<file path="src/rtl/gpio_irq_sense.sv">
module gpio_irq_sense #(
  parameter int NPINS = 8,
  parameter logic [NPINS-1:0] CONN = NPINS'(8'hEF)
) (
  input  logic             clk,
  input  logic             rst_n,
  input  logic [NPINS-1:0] pad_in,
  input  logic             wr_en,
  input  logic [2:0]       addr,
  input  logic [NPINS-1:0] wdata,
  output logic [NPINS-1:0] rdata,
  output logic             irq
);
  localparam logic [2:0] A_SENSE = 3'd0;
  localparam logic [2:0] A_BOTH  = 3'd1;
  localparam logic [2:0] A_POL   = 3'd2;
  localparam logic [2:0] A_EN    = 3'd3;
  localparam logic [2:0] A_RAW   = 3'd4;
  localparam logic [2:0] A_MSK   = 3'd5;
  localparam logic [2:0] A_CLR   = 3'd6;

  logic [NPINS-1:0] s1, s2, prev;
  logic [NPINS-1:0] sense, both, pol, mask_r;
  logic [NPINS-1:0] raw_edge, raw, msk, lvl, ev, clr_w, rise, fall;

  assign rise  = s2 & ~prev;
  assign fall  = ~s2 & prev;
  assign ev    = CONN & ~sense & ((both & (rise | fall)) | (~both & pol & rise) | (~both & ~pol & fall));
  assign lvl   = CONN & sense & ~(s2 ^ pol);
  assign clr_w = (wr_en && addr == A_CLR) ? (wdata & CONN) : '0;
  assign raw   = (raw_edge & ~sense) | lvl;
  assign msk   = raw & mask_r;
  assign irq   = |msk;

  always_ff @(posedge clk) begin
    if (!rst_n) begin
      s1 <= '0; s2 <= '0; prev <= '0;
      sense <= '0; both <= '0; pol <= '0; mask_r <= '0;
      raw_edge <= '0;
    end else begin
      s1   <= pad_in;
      s2   <= s1;
      prev <= s2;
      raw_edge <= (raw_edge & ~clr_w) | ev;
      if (wr_en) begin
        case (addr)
          A_SENSE: sense  <= wdata & CONN;
          A_BOTH:  both   <= wdata & CONN;
          A_POL:   pol    <= wdata & CONN;
          A_EN:    mask_r <= wdata & CONN;
          default: ;
        endcase
      end
    end
  end

  always_comb begin
    case (addr)
      A_SENSE: rdata = sense;
      A_BOTH:  rdata = both;
      A_POL:   rdata = pol;
      A_EN:    rdata = mask_r;
      A_RAW:   rdata = raw;
      A_MSK:   rdata = msk;
      default: rdata = '0;
    endcase
  end
endmodule

</file>
<file path="config.mk">
export PLATFORM = sky130hd
export DESIGN_NAME = gpio_irq_sense
export DESIGN_NICKNAME = d
export VERILOG_FILES = /design/src/rtl/gpio_irq_sense.sv
export SDC_FILE = /design/constraint.sdc
export NUM_CORES = 1
export LEC_CHECK = 0
export BUFFER_PORTS_ARGS = -buffer_cell sky130_fd_sc_hd__buf_2
export CAP_MARGIN = 20
export CORE_ASPECT_RATIO = 0.6
export CORE_UTILIZATION = 50
export DETAILED_ROUTE_END_ITERATION = 10
export PLACE_DENSITY = 0.74
export SYNTH_ARGS = -nofsm -noshare
export SYNTH_HDL_FRONTEND = slang
export SYNTH_SLANG_ARGS = --single-unit
</file>
<file path="constraint.sdc">
create_clock -name clk -period 2.1 [get_ports clk]
set_input_delay 0.42 -clock clk [delete_from_list [all_inputs] [get_ports clk]]
set_output_delay 0.42 -clock clk [all_outputs]
set_load 0.005 [all_outputs]
</file>
==> impl_metrics.ini, run 1 <==
[routing]
drc_errors = 0
initialDrtViolationCount = 85
postRouteAntennaNets = 0
vias = 2118
avgViaCountPerCell = 5.50
wl_um = 5770
wl_per_cell_um = 15.0
firstDrtPassIters = 5

[worst_setup_path]
path_class = reg -> out
reg2regPathDepth = 8
critPathArrivalTime_ns = 1.84
start_kind = flip-flop
end_kind = output port
critPathRequiredTime_ns = 1.68
worstPathMaxFanout = 2

[grt]
grt.total_usage_pct = 21.2
grt_pass1_vias = 1955
grt_overflow_total = 0
grt_pass1_wl_um = 9520
grt_max_degree = 57
antenna_found_initial = 0

[cells_and_area]
areaGrowthSynthToFinish_pct = 16.1
num-nets-final = 355
multiInputGateArea_mm2 = 0.00160
drive_above_1_share_pct = 23.2
register_area_mm2 = 0.00113
diodes = 0
nFillCells = 445
fin_area_mm2 = 0.00330

[die]
die_x_um = 99.4
start_util_pct = 54.1
dieArea_mm2 = 0.00600
die_height_um = 60.4
rows = 20
boundaryPins = 31
core_area_mm2 = 0.00526

[timing]
max_freq_mhz = 442
rsz0062_at_grt = yes
setup_viol = 1
fin_skew_ns = 0.00742
final_max_slew_viol_count = 0
setup_ws_ns = -0.161
period_minus_slack_ns = 2.26
min_period_over_period_pct = 108
hold_viol_final = 0

[clocking]
clk_latency_ns = 0.31
cts_buffers = 5
cts-root-buf = clkbuf_8
cts_max_path_buffers = 2
cts_tree = built
cts.clk_slew.worst_paths_ns = 0.10
htreeDepth = 2
cts.sinks = 56

[synthesis]
netlist_top_cells_area = dfxtp_1, mux2i_1, nor2b_1
synth_flop_cell = dfxtp_1
synth_cells = 276
synthArstFlopShare_pct = 0
yosysTopAreaCell = dfxtp_1
syn_nets = 312
synthesis.area_mm2 = 0.00284
synth_edf_count = 0
yosysTopAreaCellShare_pct = 39.4
synth_cell_type_count = 33
ys_ff_latch = 56
avgSynthCellArea_um2 = 10.3
yosys_warnings = 0
yosysMostFrequentCell = dfxtp_1
seq_area_frac_synth_pct = 39.4
synth_common_cells = dfxtp_1, nor2b_1, mux2i_1

[power_and_ir_drop]
ir_drop_uv = 266
p_leak_uw = 0.00128
p_per_area_mw_per_mm2 = 581

[flow_run]
drv_cap = 0

[placed_design]
place_hpwl_um = 3910
gp_congestion = 0.842
port_buffers = 27
detailedPlace.worstSlack_ns = 0.0124
placed_area_mm2 = 0.00315

[hold_path]
hold_depth = 2
min_path_type = in -> reg

[outcome]
violations = negative setup slack
status = finished, violations left
==> area by class of cell <==
| cell class | count | share of cell area [%] |
|---|---|---|
| sequential | 56 | 34.3 |
| clock inverter | 2 | 0.379 |
| tap | 66 | 2.50 |
| multi-input combinational | 183 | 48.4 |
| clock buffer | 5 | 2.08 |
| inverter | 22 | 2.50 |
| timing repair buffer | 51 | 9.82 |
==> what timing repair did <==
action | CTS | global route
setup endpoints to repair | 1 | 2
hold buffers | 0 | 0
pin swaps | 4 | 2
buffers inserted | 2 | 4
gates resized for setup | 5 | 4
==> stage by stage <==
stage | TNS (ns) | util, % | hold WS (ns) | cells | total power (uW)
2_1_floorplan | 0 | - | 0.412 | 276 | 1280
3_3_place_gp | 0 | 59.9 | 0.414 | 372 | 1350
3_5_place_dp | 0 | 59.9 | 0.417 | 372 | 1360
4_1_cts | -0.152 | 62.1 | 0.301 | 381 | 1930
5_1_grt | -0.205 | 62.8 | 0.291 | 385 | 2010
6_report | -0.161 | 62.8 | 0.306 | 385 | 1920
==> layer usage <==
metal / vias up / routed length, um / global-route usage (%)
met4: 0 / 37 / 6.09
met5: - / 0 / 0
li1: 1035 / - / -
met3: 5 / 297 / 4.49
met1: 1019 / 2930 / 29.5
met2: 59 / 2500 / 33.8
==> cells by family after synthesis <==
logic type      Yosys count  synth area share [%]
mux                      42                  18.0
other cells               1                 0.132
fa+ha+maj                14                  6.16
xor+xnor                  7                  2.16
compound gates           38                  10.3
simple gates             81                  18.6
flops                    56                  39.4
buf+inv                  37                  5.28
==> path summary, 6_finish.rpt <==
kind,from,to,slack (ns)
max,s2[1],irq,-0.16
min,pad_in[3],s1[3],0.31
max reg2reg,s2[1],raw_edge[1],0.57
min reg2reg,s1[7],s2[7],0.44
==> layout by cell type (no fill, tap or decap), types with 2 or more instances in the layout <==
cell type  netlist  final
nor2b_1         41     41
and2_1          21     21
a211oi_1        14     14
inv_1           22     22
clkbuf_8         0      5
nand3b_1         4      4
buf_4            1     24
buf_2            6     25
dfxtp_1         56     52
dfxtp_2          0      2
nand3_1          4      4
mux2i_1         35     35
o22ai_1          2      2
mux4_2           6      6
dfxtp_4          0      2
nor4bb_2         0      2
xnor2_1          7      6
a21boi_0         7      7
o21a_1           7      7
o32ai_1          6      6
ha_1            14     14
==> where the power goes <==
| part | internal (uW) | switching (uW) | total, uW |
|---|---|---|---|
| registers | 1100 | 25.7 | 1120 |
| logic | 116 | 104 | 220 |
| clock network | 227 | 350 | 577 |
==> registers in the layout, indices dropped and copies added, names as in the netlist <==
register and count:
both 7, mask_r 7, pol 7, prev 7
raw_edge 7, s1 7, s2 7, sense 7
==> worst max-delay path, cell delays in order (launching register included) <==
cell	delay (ns)
dfxtp_2	0.35
xnor2_2	0.14
and3_1	0.17
a311o_1	0.29
or4_4	0.44
buf_6	0.13
Power figures use the tool's default switching activity.
==> run 2, diff against run 1 <==
PLACE_DENSITY = 0.7   (was 0.74)
==> run 2 against run 1 <==
Against the previous run:
- the flow still finishes with violations (negative setup slack)
- cell count decreased by 0.52%
- highest routed layer unchanged
- combinational power about the same
- critical path type unchanged
- sequential cell count did not move
- largest power group unchanged
==> impl_metrics.ini, run 2 (synthesis gave the netlist of run 1 again) <==
[outcome]
status = finished, violations left
violations = negative setup slack

[worst_setup_path]
worstPathMaxFanout = 2
cp_slowest_cell = or4_4
r2r-start = s2[1]
reg2reg_slack_ns = 0.63
end_kind = output port
path_cells = nand3b_1, nand4_1, a311o_1, or4_4, buf_6
start_kind = flip-flop
critPathRequiredTime_ns = 1.68
critPathMaxStageDelay_ns = 0.43
reg2regPathDepth = 7
path_class = reg -> out
worstReg2RegEnd = raw_edge[1]
critPathArrivalTime_ns = 1.83

[clocking]
htreeDepth = 2
cts_hold_buf = 0
cts.clk_slew.worst_paths_ns = 0.10
cts_tree = built
cts-root-buf = clkbuf_8
cts_max_path_buffers = 2
clk_latency_ns = 0.31
cts.sinks = 56
cts_buffers = 5

[grt]
antenna_found_initial = 0
grt_max_degree = 57
grt.total_usage_pct = 21.2
grt_pass1_wl_um = 9730
grt_overflow_total = 0
grt_pass1_vias = 1979

[hold_path]
min_to = s1[2]
hold_depth = 2
min_path_type = in -> reg
min_from = pad_in[2]

[cells_and_area]
areaGrowthSynthToFinish_pct = 16.4
nFillCells = 449
layout_common_cells = dfxtp_1, nor2b_1, mux2i_1
drive_above_1_share_pct = 24.6
fin_area_mm2 = 0.00331
num-nets-final = 352
final_common_cell = dfxtp_1
diodes = 0

[power_and_ir_drop]
power.total_uw = 1960
p_per_area_mw_per_mm2 = 591
ir_drop_uv = 288
p_leak_uw = 0.00127

[routing]
wl_per_cell_um = 15.2
avgViaCountPerCell = 5.40
wl_um = 5820
initialDrtViolationCount = 107
vias = 2067
postRouteAntennaNets = 0
firstDrtPassIters = 6
drc_errors = 0

[flow_run]
drv_cap = 0

[die]
die_height_um = 60.4
rows = 20
die_x_um = 99.4
boundaryPins = 31
dieArea_mm2 = 0.00600
core_area_mm2 = 0.00526
start_util_pct = 54.1

[timing]
min_period_over_period_pct = 107
rsz0062_at_grt = yes
setup_viol = 1
period_minus_slack_ns = 2.25
max_freq_mhz = 445
final_max_slew_viol_count = 0
fin_skew_ns = 0.00432
setup_ws_ns = -0.147
hold_viol_final = 0

[placed_design]
gp_congestion = 0.789
placed_area_mm2 = 0.00315
place_hpwl_um = 4000
port_buffers = 27
==> run 2: routing by layer <==
metal	track usage [%]	wire length [um]	vias up
li1	-	-	1029
met1	29.6	3050	981
met2	34.4	2480	50
met3	4.15	235	7
met4	5.67	55	0
met5	0	0	-
==> run 2: worst max-delay path by stage <==
stage             start  endpoint  slack, ns  cells after the start
3_5_place_dp    addr[0]  rdata[1]      -0.01                      5
6_report       sense[6]       irq      -0.15                      5
5_1_grt        sense[6]       irq      -0.20                      5
3_3_place_gp    addr[0]  rdata[1]     -0.007                      5
4_1_cts          pol[2]       irq      -0.15                      5
2_1_floorplan   addr[0]  rdata[3]       0.22                      5
==> run 2: critical path: cells and delay by family, from the launching register on <==
family	cells	cell delay, ns
AO/OA/AOI/OAI	1	0.36
buffers and inverters	1	0.13
AND/OR/NAND/NOR	3	0.69
flip-flops	1	0.34
==> run 2: final cells by class <==
class | instances | area, um2 | area share (%)
inverter | 22 | 82.6 | 2.49
clock buffer | 7 | 86.3 | 2.61
timing repair buffer | 48 | 302 | 9.11
sequential | 56 | 1130 | 34.2
tap | 66 | 82.6 | 2.49
multi-input combinational | 183 | 1620 | 48.8
clock inverter | 1 | 7.51 | 0.227
==> run 2: timing repair <==
action                                  CTS  global route
gates resized for setup                   9             6
buffers inserted                          3             0
pin swaps                                 4             3
endpoints found under the setup margin    2             1
gates cloned                              0             0
==> run 2: metrics by stage <==
stage	setup slack, ns	hold WS (ns)	util (%)	setup TNS [ns]	instances
6_report	-0.147	0.305	63.0	-0.147	383
3_5_place_dp	-0.0130	0.420	59.9	-0.0130	372
5_1_grt	-0.202	0.301	63.0	-0.202	383
4_1_cts	-0.146	0.304	62.6	-0.146	383
3_3_place_gp	-0.00675	0.414	59.9	-0.00675	372
2_1_floorplan	0.215	0.412	-	0	276
==> run 2: where the power goes <==
part           switching, uW  total (uW)  internal (uW)  leakage, uW
Combinational            103         218            115     0.000767
Clock                    347         616            269    0.0000445
Sequential              26.8        1120           1100     0.000460
==> run 3, diff against run 2 <==
ABC_AREA = 1   (was default)
clock period = 2.8 ns   (was 2.1 ns; I/O delays follow)
==> run 3 against run 2 <==
Against the previous run:
- the flow finishes with violations (design-rule violations)
- combinational power fell by 28%
- design area fell by 7.9%
- synthesized area fell by 2.2%
- non-clock buffer count fell by 18
- register-to-register slack improved by 0.99 ns
- critical path depth rose by 3
- core utilization fell by 4.4 points
- global-route usage rose by 2.1 points
- critical endpoint is now rdata[0]
==> impl_metrics.ini, run 3 <==
[outcome]
violations = design-rule violations
status = finished, violations left

[power_and_ir_drop]
power.total_uw = 1450
p_per_area_mw_per_mm2 = 474
ir_drop_uv = 328
p_leak_uw = 0.00146

[die]
die_x_um = 98.3
core_area_mm2 = 0.00520
dieArea_mm2 = 0.00588
die_height_um = 59.8
rows = 20
boundaryPins = 31
start_util_pct = 53.5

[synthesis]
synth_common_cells = nand2_1, inv_1, dfxtp_1
synth_cells = 407
yosys_warnings = 0
yosysMostFrequentCell = nand2_1
yosysTopAreaCell = dfxtp_1
synth_flop_cell = dfxtp_1
synthesis.area_mm2 = 0.00278
synthArstFlopShare_pct = 0
synth_edf_count = 0
ys_ff_latch = 56
seq_area_frac_synth_pct = 40.3
syn_nets = 443
netlist_top_cells_area = dfxtp_1, nand2_1, inv_1
synth_cell_type_count = 23
yosysTopAreaCellShare_pct = 40.3
avgSynthCellArea_um2 = 6.84

[worst_setup_path]
startpoint = addr[1]
critPathMaxStageDelay_ns = 0.21
path_class = in -> out
end_kind = output port
worstReg2RegEnd = raw_edge[1]
cp_slowest_cell = o21ai_0
start_kind = input pin
reg2reg_slack_ns = 1.62
cp_num_buf_inv = 3
critPathRequiredTime_ns = 2.24
endpoint = rdata[0]
critPathArrivalTime_ns = 1.58
cp.depth = 8
path_cells = buf_2, inv_1, nor2_1, nand2_1, o21ai_0, nor2_1, nand3_1, buf_2
reg2regPathDepth = 5
r2r-start = s2[1]
cpLargestDelayFamily = simple AND/OR/NAND/NOR gates
worstPathMaxFanout = 6

[timing]
fin_skew_ns = 0.00940
fin_tns_setup_ns = 0
final_max_slew_viol_count = 0
max_slew_margin_pct = 56.8
period_minus_slack_ns = 2.14
hold_viol_final = 0
worst_pin_slew_ns = 0.648
min_period_over_period_pct = 76.4
rsz0062_at_grt = no
setup_viol = 0
max_freq_mhz = 467

[routing]
vias = 2592
routed-wl-met2_um = 2760
wl_um = 6470
wl_per_cell_um = 13.0
avgViaCountPerCell = 5.20
postRouteAntennaNets = 0
top_layer = met4
drc_errors = 1
wl_met3_um = 583
firstDrtPassIters = 10
initialDrtViolationCount = 145
drt-met1-wl_um = 3090

[grt]
grt_max_degree = 37
grt.total_usage_pct = 23.3
grt_overflow_total = 0
antenna_found_initial = 0
grt_pass1_vias = 2284
grt_pass1_wl_um = 10500

[cells_and_area]
final_common_cell = nand2_1
nFillCells = 528
num-nets-final = 467
areaGrowthSynthToFinish_pct = 9.58
diodes = 0
drive_above_1_share_pct = 11.8
layout_common_cells = nand2_1, inv_1, dfxtp_1

[hold_path]
min_path_type = reg -> reg
min_from = s1[1]

[clocking]
htreeDepth = 2
cts-root-buf = clkbuf_8
cts.sinks = 56
cts-resized-gates = 0
cts_setup_buffers = 0
cts_max_path_buffers = 2
cts_hold_buf = 0
cts_tree = built
clk_latency_ns = 0.31
cts.clk_slew.worst_paths_ns = 0.09
cts_buffers = 5

[placed_design]
port_buffers = 27
gp_congestion = 0.793
place_hpwl_um = 4530

[flow_run]
drv_cap = 0
run 3: worst register-to-register path, delay by kind of cell, from the launching register on:
kind | cells | cell delay [ns]
AOI/OAI and AO/OA | 3 | 0.36
adders and majority gates | 1 | 0.29
buffers and inverters | 1 | 0.07
DFF | 1 | 0.39
run 3: per-stage QoR:
step           cell area, um2  worst slack, ns  std cells  utilization, %  hold slack, ns
4_1_cts                  3050            0.691        498            58.6           0.423
3_5_place_dp             2960            0.694        490            56.9           0.399
5_1_grt                  3050            0.484        498            58.6           0.413
6_report                 3050            0.660        498            58.6           0.421
2_1_floorplan            2780            0.940        407               -           0.390
3_3_place_gp             2960            0.728        490            56.9           0.392
run 3: final cells by class:
cell class | count | area (um2) | share of cell area [%]
Clock buffer | 6 | 72.6 | 2.38
Clock inverter | 2 | 16.3 | 0.533
Inverter | 64 | 240 | 7.88
Multi-Input combinational cell | 274 | 1360 | 44.6
Sequential cell | 56 | 1120 | 36.8
Tap cell | 66 | 82.6 | 2.71
Timing Repair Buffer | 30 | 158 | 5.17
run 3: cell families (layout without fill, tap and decap cells):
family                   Yosys count  after routing  synth area share, %
AND/OR/NAND/NOR                  181            181                 28.3
adder cells (fa/ha/maj)           14             14                 6.30
buffers and inverters             77            102                 10.9
flip-flops                        56             56                 40.3
AO/OA/AOI/OAI                     78             78                 14.1
other                              1              1                0.135
run 3: worst min-delay path by stage:
| stage | to | slack, ns | depth (start not counted) |
|---|---|---|---|
| after CTS | s1[0] | 0.42 | 3 |
| after detailed placement | s2[6] | 0.40 | 2 |
| final | s2[1] | 0.42 | 2 |
| after floorplan | s2[0] | 0.39 | 2 |
| after global placement | s2[6] | 0.39 | 2 |
| after global routing | s1[0] | 0.41 | 3 |
run 3: routing by layer:
layer | vias to the layer above | global-route usage [%]
li1 | 1338 | -
met1 | 1149 | 31.5
met2 | 99 | 39.6
met3 | 6 | 4.33
met4 | 0 | 4.90
met5 | - | 0
run 3: power by group:
group / switching, uW / internal [uW]
Clock: 264 / 179
Sequential: 19.6 / 827
Combinational: 101 / 55.6
